$ cat config.mk
export PLATFORM = sky130hd
export DESIGN_NAME = i2c_byte_tx
export DESIGN_NICKNAME = d
export VERILOG_FILES = /design/src/rtl/i2c_byte_tx.sv
export SDC_FILE = /design/constraint.sdc
export NUM_CORES = 1
export LEC_CHECK = 0
export BUFFER_PORTS_ARGS = -buffer_cell sky130_fd_sc_hd__buf_2
export CAP_MARGIN = 20
export CORE_MARGIN = 2
export CORE_UTILIZATION = 45
export CTS_CLUSTER_SIZE = 14
export DETAILED_ROUTE_END_ITERATION = 7
export PLACE_DENSITY = 0.73
export SLEW_MARGIN = 5
export SYNTH_ARGS = -nofsm -noshare
export SYNTH_HDL_FRONTEND = slang
export SYNTH_SLANG_ARGS = --single-unit
$ cat constraint.sdc
create_clock -name clk -period 4.3 [get_ports clk]
set_input_delay 0.86 -clock clk [delete_from_list [all_inputs] [get_ports clk]]
set_output_delay 0.86 -clock clk [all_outputs]
set_load 0.01 [all_outputs]
$ cat src/rtl/i2c_byte_tx.sv
module i2c_byte_tx #(
  parameter int DIV_W = 8
) (
  input  logic             clk,
  input  logic             rst_n,
  input  logic [DIV_W-1:0] div,
  input  logic             start_req,
  input  logic             stop_req,
  input  logic             wr_en,
  input  logic [7:0]       wr_data,
  input  logic             sda_in,
  output logic             scl_pull,
  output logic             sda_pull,
  output logic             ack_det,
  output logic             irq,
  output logic             irq_is_addr,
  output logic             busy
);
  typedef enum logic [2:0] {
    S_IDLE, S_START, S_LOW, S_HIGH, S_WAIT, S_STP_A, S_STP_B, S_STP_C
  } st_t;

  st_t             st;
  logic [DIV_W-1:0] cnt;
  logic [3:0]      bitn;
  logic [7:0]      sh;
  logic            addr_byte;

  wire done  = (cnt == div);
  wire ninth = (bitn == 4'd8);
  wire timed = (st != S_IDLE) && (st != S_WAIT);

  always_ff @(posedge clk or negedge rst_n) begin
    if (!rst_n) begin
      st          <= S_IDLE;
      cnt         <= '0;
      bitn        <= '0;
      sh          <= '0;
      addr_byte   <= 1'b0;
      ack_det     <= 1'b0;
      irq         <= 1'b0;
      irq_is_addr <= 1'b0;
    end else begin
      irq <= 1'b0;
      if (!timed || done) cnt <= '0;
      else                cnt <= cnt + 1'b1;
      case (st)
        S_IDLE: if (start_req) begin
          st        <= S_START;
          sh        <= wr_data;
          addr_byte <= 1'b1;
        end
        S_START: if (done) begin
          st      <= S_LOW;
          bitn    <= '0;
          ack_det <= 1'b0;
        end
        S_LOW: if (done) begin
          st <= S_HIGH;
          if (ninth) ack_det <= ~sda_in;
        end
        S_HIGH: if (done) begin
          if (ninth) begin
            st          <= S_WAIT;
            irq         <= 1'b1;
            irq_is_addr <= addr_byte;
          end else begin
            st   <= S_LOW;
            bitn <= bitn + 4'd1;
            sh   <= {sh[6:0], 1'b0};
          end
        end
        S_WAIT: if (stop_req) begin
          st <= S_STP_A;
        end else if (wr_en) begin
          st        <= S_LOW;
          bitn      <= '0;
          sh        <= wr_data;
          addr_byte <= 1'b0;
          ack_det   <= 1'b0;
        end
        S_STP_A: if (done) st <= S_STP_B;
        S_STP_B: if (done) st <= S_STP_C;
        S_STP_C: if (done) st <= S_IDLE;
        default: st <= S_IDLE;
      endcase
    end
  end

  assign scl_pull = (st == S_LOW) || (st == S_WAIT) || (st == S_STP_A);
  assign sda_pull = (st == S_START) || (st == S_STP_A) || (st == S_STP_B) ||
                    (((st == S_LOW) || (st == S_HIGH)) && !ninth && !sh[7]);
  assign busy     = (st != S_IDLE);
endmodule

# [Yosys cells after proc, flatten, opt, wreduce, memory -nomap -nowiden]
# Cells that the tools add are included.
[classes] reduce_logical=25 bitwise_logic=1 eq_ne=22 add_sub_neg=2 mux=35
[ops] op="$mux W8" n=6
[ops] op="$mux W3" n=10
[ops] op="$pmux W3 S8" n=1
[ops] op="$pmux W8 S3" n=1
[ops] op="$ne A2 B2 Y1 const B" n=11
[ops] op="$mux W4" n=5
[ops] op="$reduce_and A6 Y1" n=3
[ops] op="$eq A3 B3 Y1 const B" n=4
[ops] op="$pmux W4 S3" n=1
[ops] op="$reduce_bool A3 Y1" n=4
[ops] op="$mux W1" n=9
[ops] op="$add A8 B1 Y8 const B" n=1
[ops] op="$eq A8 B8 Y1" n=1
[ops] op="$reduce_and A8 Y1" n=1
[ops] op="$logic_or A1 B1 Y1" n=7
[ops] op="$eq A3 B2 Y1 const B" n=2
[ops] op="$ne A3 B3 Y1 const B" n=2
[ops] op="$add A4 B1 Y4 const B" n=1
[ops] op="$eq A4 B4 Y1 const B" n=1
[ops] op="$reduce_and A4 Y1" n=1
[ops] op="$eq A3 B1 Y1 const B" n=1
[ops] op="$logic_and A1 B1 Y1" n=3
[ops] op="$logic_not A1 Y1" n=3
[ops] op="$logic_not A3 Y1" n=1
[ops] op="5 further kinds" n=5
[word_totals] elab_cells=93 in_bits=22 ff_bits=27

# [Longest topological paths before layout]
# Gate-level depths: netlist (run 1).
[depth] word_depth=5 depth_mapped=7 ltp_nobuf=7

# [Worst setup path before layout (run 1)]
# No wires, ideal clock.
[synth_timing] path_kind="in2reg" from="input div[7]" to="register ack_det" cell_stages=6 t_required_ns=4.175 path_slack_ns=2.090 arrival_ns=2.085 path_buffers=1 setup_ns=0.125 cell_sequence="xor2_1 -> nor4_1 -> nand2_1 -> buf_6 -> a31oi_1 -> mux2_2"
[synth_between] elab_chain_len=3 word_cells_on_any_way=4 classes_between="eq/ne (3); reduce/logical (1)"
[synth_lines] item="start, declared" line_no="6" source="input logic [DIV_W-1:0] div,"
[synth_lines] item="$eq A8 B8 Y1 *" line_no="29" source="wire done = (cnt == div);"
[synth_lines] item="$ne A2 B2 Y1 (no line)"
[synth_lines] item="$reduce_and A6 Y1 (no line) *"
[synth_lines] item="end signal, assigned" line_no="60" source="if (ninth) ack_det <= ~sda_in;"
[synth_lines] item="end, declared" line_no="14" source="output logic ack_det,"
# Every way passes the cells marked *; elsewhere a longest branch is shown, timed or not.
# A chain may end at the register's enable or synchronous reset.

# [Final worst setup path (run 1)]
[layout_timing] from="register bitn[0]" to="output sda_pull"
[layout_between] elab_chain_len=5
[layout_lines] item="start, declared" line_no="25" source="logic [3:0] bitn;"
[layout_lines] item="start signal, assigned" line_no="69" source="bitn <= bitn + 4'd1;"
[layout_lines] item="$eq A4 B4 Y1" line_no="30" source="wire ninth = (bitn == 4'd8);"
[layout_lines] item="$logic_not A1 Y1" line_no="92" source="(((st == S_LOW) || (st == S_HIGH)) && !ninth && !sh[7]);"
[layout_lines] item="$logic_and A1 B1 Y1 (2 in series)" line_no="92"
[layout_lines] item="$logic_or A1 B1 Y1" line_no="91" source="assign sda_pull = (st == S_START) || (st == S_STP_A) || (st == S_STP_B) ||"
[layout_lines] item="end, declared" line_no="13" source="output logic sda_pull,"
# Every way passes these cells.

==> flow_summary.json, run 1 <==
{
  "syn_inst": 155,
  "layout_common_cells": "dfrtp_1 (27), buf_2 (27), xor2_1 (14), nor2_1 (14), nand3_1 (11)",
  "slew_viol_final": 0,
  "period_share": 0.600,
  "maxSlewHeadroom": 0.543,
  "numPortBuffers": 27,
  "drt_iter0_markers": 34,
  "ctsHoldBuffers": 0,
  "ir_drop_mv": 0.255,
  "drc": 0,
  "final_cell_area_um2": 1700,
  "worstMarginPinSlew_ns": 0.682,
  "end_kind": "primary output",
  "min_period_ns": 2.58,
  "vias": 1244,
  "hpwl_um": 2210,
  "maxCapViolCount": 0,
  "grt_max_degree": 28,
  "post_cts_buffers": 0,
  "setup_viol": 0,
  "place_congestion": 0.799,
  "synthFlopType": "dfrtp_1",
  "syn_avg_cell_area_um2": 9.73,
  "cts_tree": "built",
  "synth-edff-count": 0,
  "die_x_um": 61.9,
  "clock_latency_ns": 0.34,
  "clk_pin_slew_worst_paths_ns": 0.16,
  "rows": 21,
  "firstDrtPassIters": 4,
  "overflow": 0,
  "finalHoldViolations": 0,
  "syn_to_final_growth_pct": 12.6,
  "setup_ws_ns": 1.72,
  "startpoint_type": "register",
  "reg2reg_from": "cnt[2]",
  "cp.required_ns": 3.44,
  "hold_path_class": "input port to async pin",
  "postRouteAntennaNets": 0,
  "ctsRootBufferMaster": "clkbuf_4",
  "yosys.cell_types.count": 41,
  "cts_buffer_depth": 2,
  "cts_sinks": 27,
  "placedInstanceArea_um2": 1670,
  "tns_ns": 0,
  "post_cts_resized": 0,
  "crit_start": "bitn[0]",
  "fp.dieH_um": 61.9,
  "nets": 206,
  "syn-num-nets": 180,
  "viasPerCell": 5.50,
  "skew_ns": 0.0148,
  "crit_arrival_ns": 1.72,
  "wl_per_cell_um": 13.2,
  "drive_gt1_frac": 0.200,
  "drt_wl_total_um": 2980,
  "grt_pass1_vias": 1142,
  "rsz0062_at_grt": "no",
  "n_antenna_cell": 0,
  "track_usage": 0.179,
  "status": "complete, no violations",
  "synth_seq_cells": 27,
  "ff2ff_path_depth": 5,
  "ff2ff_setup_slack_ns": 1.97,
  "cts_made_buffers": 3,
  "boundaryPins": 28,
  "power.density_nw_per_um2": 609,
  "place_ws_ns": 1.48,
  "num-fill-cells": 310,
  "yosysWarningCount": 0,
  "r2r_end": "irq_is_addr",
  "htreeDepth": 1,
  "power_leakage_uw": 0.000791,
  "async_flop_share": 1.00,
  "die_area_um2": 3830,
  "antenna_found_initial": 0,
  "hold_ws_ns": 0.500,
  "core_area_um2": 3280,
  "synth.cell_area_um2": 1510,
  "fmax_mhz": 388,
  "ys_seq_area_frac": 0.448,
  "initial_utilization": 0.459,
  "grt_pass1_wl_um": 5080,
  "crit_fanout": 4,
  "crit_type": "register to primary output"
}
-- metal layers --
layer  wire (um)  GRT usage
met1        1400      0.242
met2        1460      0.289
met3          79     0.0311
met4          46     0.0638
met5           0          0
-- how the worst max path moves through the flow --
stage	end	slack [ns]	cells after the start
after floorplan	ack_det	2.09	6
after global placement	irq_is_addr	1.52	6
after detailed placement	irq_is_addr	1.48	6
after CTS	sda_pull	1.72	8
after global routing	sda_pull	1.57	8
final	sda_pull	1.72	8
-- layout make-up --
cell class | count | area (um^2) | area share
clock inverters | 1 | 7.51 | 0.00442
flip-flops and latches | 27 | 676 | 0.398
inverters | 6 | 22.5 | 0.0133
repair buffers | 27 | 135 | 0.0796
clock buffers | 3 | 22.5 | 0.0133
multi-input cells | 116 | 777 | 0.458
well taps | 46 | 57.6 | 0.0339
-- metrics by stage --
stage	std cells	utilization	power [uW]
finish	226	0.517	1030
global route	226	0.517	1130
CTS	226	0.517	1040
detailed placement	222	0.508	924
global placement	222	0.508	906
floorplan	155	-	809
-- synthesized netlist by cell type (all sizes together) (2+ instances only) --
master   number  area share
nor2b         2      0.0083
nor4          2       0.012
o21ai         9       0.032
nand3        11       0.037
nor2         14       0.035
or3           7       0.029
buf           3       0.014
xor2         14       0.081
nand2         9       0.022
ha            3       0.025
a211oi        2       0.010
and3          2      0.0083
nor3          2      0.0066
inv           6       0.015
a21oi         2      0.0066
clkbuf        3      0.0075
o22ai         7       0.029
a211o         2       0.012
a2bb2oi       7       0.041
a21o          2       0.010
mux2          2       0.015
a22o          2       0.012
dfrtp        27        0.45
-- power by group --
group	internal [uW]	total, uW	switching, uW
clock network	35.7	115	78.9
registers	341	448	107
logic	218	472	254
total	595	1030	440
-- state kept, by name (all words and copies together) (netlist names) --
register / cells
cnt: 8
sh: 8
bitn: 4
st: 3
ack_det: 1
addr_byte: 1
irq: 1
irq_is_addr: 1
-- critical path, stage by stage, from the launching register on --
cell	delay [ns]
dfrtp_1	0.42
inv_1	0.08
ha_1	0.22
nand2_1	0.07
nor2_1	0.05
o21ai_0	0.14
o21ai_0	0.10
a21oi_1	0.15
buf_2	0.15
-- cell families after synthesis --
| group | count (synthesis) | share of synthesized area |
|---|---|---|
| simple gates | 55 | 0.191 |
| buf+inv | 12 | 0.0365 |
| xor+xnor | 15 | 0.0871 |
| fa+ha+maj | 3 | 0.0249 |
| mux | 3 | 0.0216 |
| compound gates | 40 | 0.191 |
| flops | 27 | 0.448 |
No activity file was read; power rests on OpenSTA's default activity.
==> run 2: changes to the inputs <==
- PLACE_DENSITY: 0.73 -> 0.75
- clock period: 4.3 -> 2.1 ns (I/O delays scaled with it)
==> flow_summary.json, run 2 (synthesis results as in run 1) <==
{
  "final_common_cell": "buf_2",
  "nets": 216,
  "hold_ws_ns": 0.0569,
  "die_area_um2": 3830,
  "htreeDepth": 1,
  "placedInstanceArea_um2": 1730,
  "path_cells": "inv_2 -> ha_4 -> nand2_1 -> nor2_2 -> o21ai_1 -> o21ai_1 -> a21oi_1 -> buf_2",
  "cp.required_ns": 1.68,
  "seq_area_um2": 677,
  "power_leakage_uw": 0.000849,
  "vias": 1303,
  "skew_ns": 0.00205,
  "syn_to_final_growth_pct": 19.2,
  "final_cells": 236,
  "crit_type": "register to primary output",
  "initial_utilization": 0.459,
  "viasPerCell": 5.52,
  "end_kind": "primary output",
  "boundaryPins": 28,
  "final_cell_area_um2": 1800,
  "drt_wl_total_um": 3310,
  "overflow": 0,
  "rows": 21,
  "antenna_found_initial": 0,
  "hpwl_um": 2370,
  "clk_pin_slew_worst_paths_ns": 0.15,
  "layout_common_cells": "buf_2 (27), dfrtp_1 (26), xor2_1 (14)",
  "drt_iter0_markers": 63,
  "crit_top_cell": "o21ai_1",
  "min_period_ns": 1.99,
  "core_area_um2": 3280,
  "grt_pass1_vias": 1169,
  "ir_drop_mv": 0.737,
  "cts_buffer_depth": 2,
  "maxCapViolCount": 0,
  "worst-path-buf-inv": 2,
  "maxSlewHeadroom": 0.604,
  "grt_max_degree": 28,
  "die_x_um": 61.9,
  "grt_pass1_wl_um": 5360,
  "ff2ff_setup_slack_ns": 0.16,
  "numPortBuffers": 27,
  "period_share": 0.948,
  "worstMarginPinSlew_ns": 0.594,
  "dp_cells": 230,
  "fp.dieH_um": 61.9,
  "track_usage": 0.191,
  "crit_arrival_ns": 1.57,
  "max_stage_delay_ns": 0.44,
  "cts_sinks": 27,
  "slowest_stage": "dfrtp_1",
  "path_delay_family": "flip-flops",
  "firstDrtPassIters": 4,
  "wl_per_cell_um": 14.0,
  "setup_viol": 0,
  "status": "complete, no violations",
  "postRouteAntennaNets": 0,
  "n_antenna_cell": 0,
  "num-fill-cells": 299,
  "ctsRootBufferMaster": "clkbuf_4",
  "cts_tree": "built",
  "multiInputGateArea_um2": 802,
  "startpoint_type": "register",
  "finalHoldViolations": 0,
  "crit_fanout": 3,
  "fmax_mhz": 502,
  "drive_gt1_frac": 0.279,
  "power.density_nw_per_um2": 1270,
  "hold_path_class": "input port to async pin",
  "place_congestion": 0.895,
  "reg_top3": "cnt x8, sh x8, bitn x4",
  "cts_made_buffers": 3,
  "fin_util": 0.547,
  "slew_viol_final": 0,
  "drc": 0,
  "clock_latency_ns": 0.34
}
run 2: final cells by class:
type	count	share of cell area
clock buffers	3	0.0125
clock inverters	1	0.00279
inverters	6	0.0125
multi-input cells	116	0.446
flip-flops and latches	27	0.377
well taps	46	0.0320
repair buffers	37	0.117
run 2: metrics by stage:
step                setup TNS [ns]  setup slack [ns]  total power (uW)
finish                           0             0.110              2280
global route               -0.0283           -0.0283              2460
CTS                              0           0.00764              2250
detailed placement               0            0.0300              2000
global placement                 0            0.0691              1960
floorplan                        0             0.330              1660
run 2: final timing paths:
path                                   from          end  depth (start not counted)
worst max-delay path                bitn[1]     sda_pull                          8
worst min-delay path                  rst_n          irq                          1
worst max register to register       cnt[6]  irq_is_addr                          5
worst min register to register  irq_is_addr  irq_is_addr                          1
max in group asynchronous             rst_n        st[2]                          1
min in group clk                 wr_data[0]        sh[0]                          3
run 2: what timing repair did:
action | in CTS | in global routing
gates resized for setup | 0 | 10
buffers inserted | 1 | 1
hold endpoints to repair | 0 | 0
setup endpoints to repair | 1 | 9
pin swaps | 0 | 3
hold buffers | 0 | 0
run 2: metal layers:
layer | up-vias | track usage | routed length [um]
met5 | - | 0 | 0
met4 | 0 | 0.0851 | 70
met3 | 7 | 0.0311 | 136
met2 | 37 | 0.295 | 1580
met1 | 623 | 0.265 | 1530
li1 | 636 | - | -
run 2: power by group:
| group | switching, uW | internal, uW | total, uW |
|---|---|---|---|
| Sequential | 201 | 701 | 901 |
| Clock | 164 | 71.9 | 236 |
| Combinational | 593 | 546 | 1140 |
| Total | 957 | 1320 | 2280 |
==> run 3: changes to the inputs <==
==> constraint.sdc (replaced) <==
create_clock -name clk -period 2.1 [get_ports clk]
set_input_delay 0.315 -clock clk [delete_from_list [all_inputs] [get_ports clk]]
set_output_delay 0.315 -clock clk [all_outputs]
set_load 0.01 [all_outputs]
==> flow_summary.json, run 3 (synthesis results as in run 1) <==
{
  "r2r_end": "sh[6]",
  "htreeDepth": 1,
  "tns_ns": 0,
  "power_leakage_uw": 0.000838,
  "cts_made_buffers": 3,
  "end_kind": "primary output",
  "rows": 21,
  "fp.dieH_um": 61.9,
  "crit_fanout": 3,
  "grt_pass1_wl_um": 5510,
  "path_cells": "inv_1 -> ha_1 -> nand2_1 -> nor2_1 -> o21ai_1 -> o21ai_0 -> a21oi_1 -> buf_2",
  "vias": 1316,
  "min_period_ns": 1.98,
  "cp.required_ns": 1.78,
  "n_antenna_cell": 0,
  "cts_tree": "built",
  "hold_path_class": "input port to register",
  "drc": 0,
  "layout_common_cells": "dfrtp_1 (27), buf_2 (27), xor2_1 (14), nor2_1 (14), nand3_1 (11)",
  "die_x_um": 61.9,
  "maxSlewHeadroom": 0.593,
  "period_share": 0.941,
  "clk_pin_slew_worst_paths_ns": 0.14,
  "wl_per_cell_um": 13.8,
  "max_stage_delay_ns": 0.41,
  "postRouteAntennaNets": 0,
  "hold_ws_ns": 0.219,
  "syn_to_final_growth_pct": 17.5,
  "final_cells": 235,
  "worstHoldEndpoint": "sh[0]",
  "numPortBuffers": 27,
  "dp_cells": 229,
  "clock_latency_ns": 0.33,
  "crit_arrival_ns": 1.66,
  "maxCapViolCount": 0,
  "fin_util": 0.539,
  "power.density_nw_per_um2": 1260,
  "cts_sinks": 27,
  "initial_utilization": 0.459,
  "grt_max_degree": 28,
  "track_usage": 0.195,
  "ff2ff_path_depth": 6,
  "ctsRootBufferMaster": "clkbuf_4",
  "viasPerCell": 5.60,
  "hold_path_depth": 3,
  "drive_gt1_frac": 0.228,
  "boundaryPins": 28,
  "reg_top3": "cnt x8, sh x8, bitn x4",
  "slew_viol_final": 0,
  "firstDrtPassIters": 4,
  "ff2ff_setup_slack_ns": 0.15,
  "hpwl_um": 2440,
  "drt_wl_total_um": 3240,
  "die_area_um2": 3830,
  "nets": 215,
  "worstMarginPinSlew_ns": 0.610,
  "antenna_found_initial": 0,
  "ir_drop_mv": 0.803,
  "finalHoldViolations": 0,
  "place_congestion": 0.881,
  "reg2reg_from": "cnt[6]",
  "status": "complete, no violations",
  "startpoint_type": "register",
  "grt_pass1_vias": 1252,
  "cts_buffer_depth": 2,
  "setup_viol": 0,
  "core_area_um2": 3280,
  "fmax_mhz": 506,
  "drt_iter0_markers": 70,
  "slowest_stage": "dfrtp_1",
  "min-delay-start": "wr_data[0]",
  "skew_ns": 0.00912,
  "crit_type": "register to primary output",
  "rsz0062_at_grt": "yes",
  "overflow": 0
}
==> run 3: cell count changes in the layout (fill, tap and decap cells not counted), sizes merged <==
cell	previous run	this run
buf	37	35
dlygate4sd3	0	1
clkinv	1	0
clkbuf	3	4
==> run 3: how the worst max path moves through the flow <==
stage	start	to	slack, ns
6_report	bitn[1]	sda_pull	0.12
5_1_grt	bitn[0]	sda_pull	-0.009
4_1_cts	bitn[0]	sda_pull	0.06
3_5_place_dp	div[7]	sh[6]	0.08
3_3_place_gp	div[7]	irq_is_addr	0.15
2_1_floorplan	cnt[2]	ack_det	0.36
==> run 3: what timing repair did <==
action | 4_1_cts | 5_1_grt
endpoints found under the hold margin | 27 | 0
resized for setup | 0 | 2
endpoints found under the setup margin | 0 | 9
hold buffers | 1 | 0
setup buffers | 0 | 1
==> run 3: power by group <==
| group | switching, uW | internal [uW] | total (uW) |
|---|---|---|---|
| Sequential | 178 | 699 | 877 |
| Combinational | 608 | 530 | 1140 |
| Clock | 149 | 74.5 | 223 |
==> run 3: per-layer routing <==
| layer | vias up | share of wire | global-route usage |
|---|---|---|---|
| li1 | 636 | - | - |
| met1 | 636 | 0.43 | 0.243 |
| met2 | 39 | 0.51 | 0.335 |
| met3 | 5 | 0.052 | 0.0476 |
| met4 | 0 | 0.0083 | 0.0547 |
| met5 | - | 0 | 0 |
==> run 3: critical path: cells and delay by family, from the launching register on <==
kind / cells / cell delay [ns]
AO/OA/AOI/OAI: 3 / 0.37
adder cells (fa/ha/maj): 1 / 0.19
flip-flops: 1 / 0.41
buffers and inverters: 2 / 0.22
AND/OR/NAND/NOR: 2 / 0.14
==> run 3: final cells by class <==
| type | count | area [um^2] |
|---|---|---|
| clock buffers | 4 | 26.3 |
| flip-flops and latches | 27 | 676 |
| multi-input cells | 116 | 785 |
| repair buffers | 36 | 205 |
| fillers | 316 | 1510 |
| inverters | 6 | 22.5 |
| well taps | 46 | 57.6 |
==> run 3: stage by stage <==
stage / setup WS (ns) / instance area, um^2 / total power (uW)
detailed placement: 0.0796 / 1720 / 1990
finish: 0.125 / 1770 / 2240
global placement: 0.155 / 1720 / 1930
CTS: 0.0582 / 1760 / 2220
floorplan: 0.355 / 1510 / 1660
global route: -0.00870 / 1770 / 2450
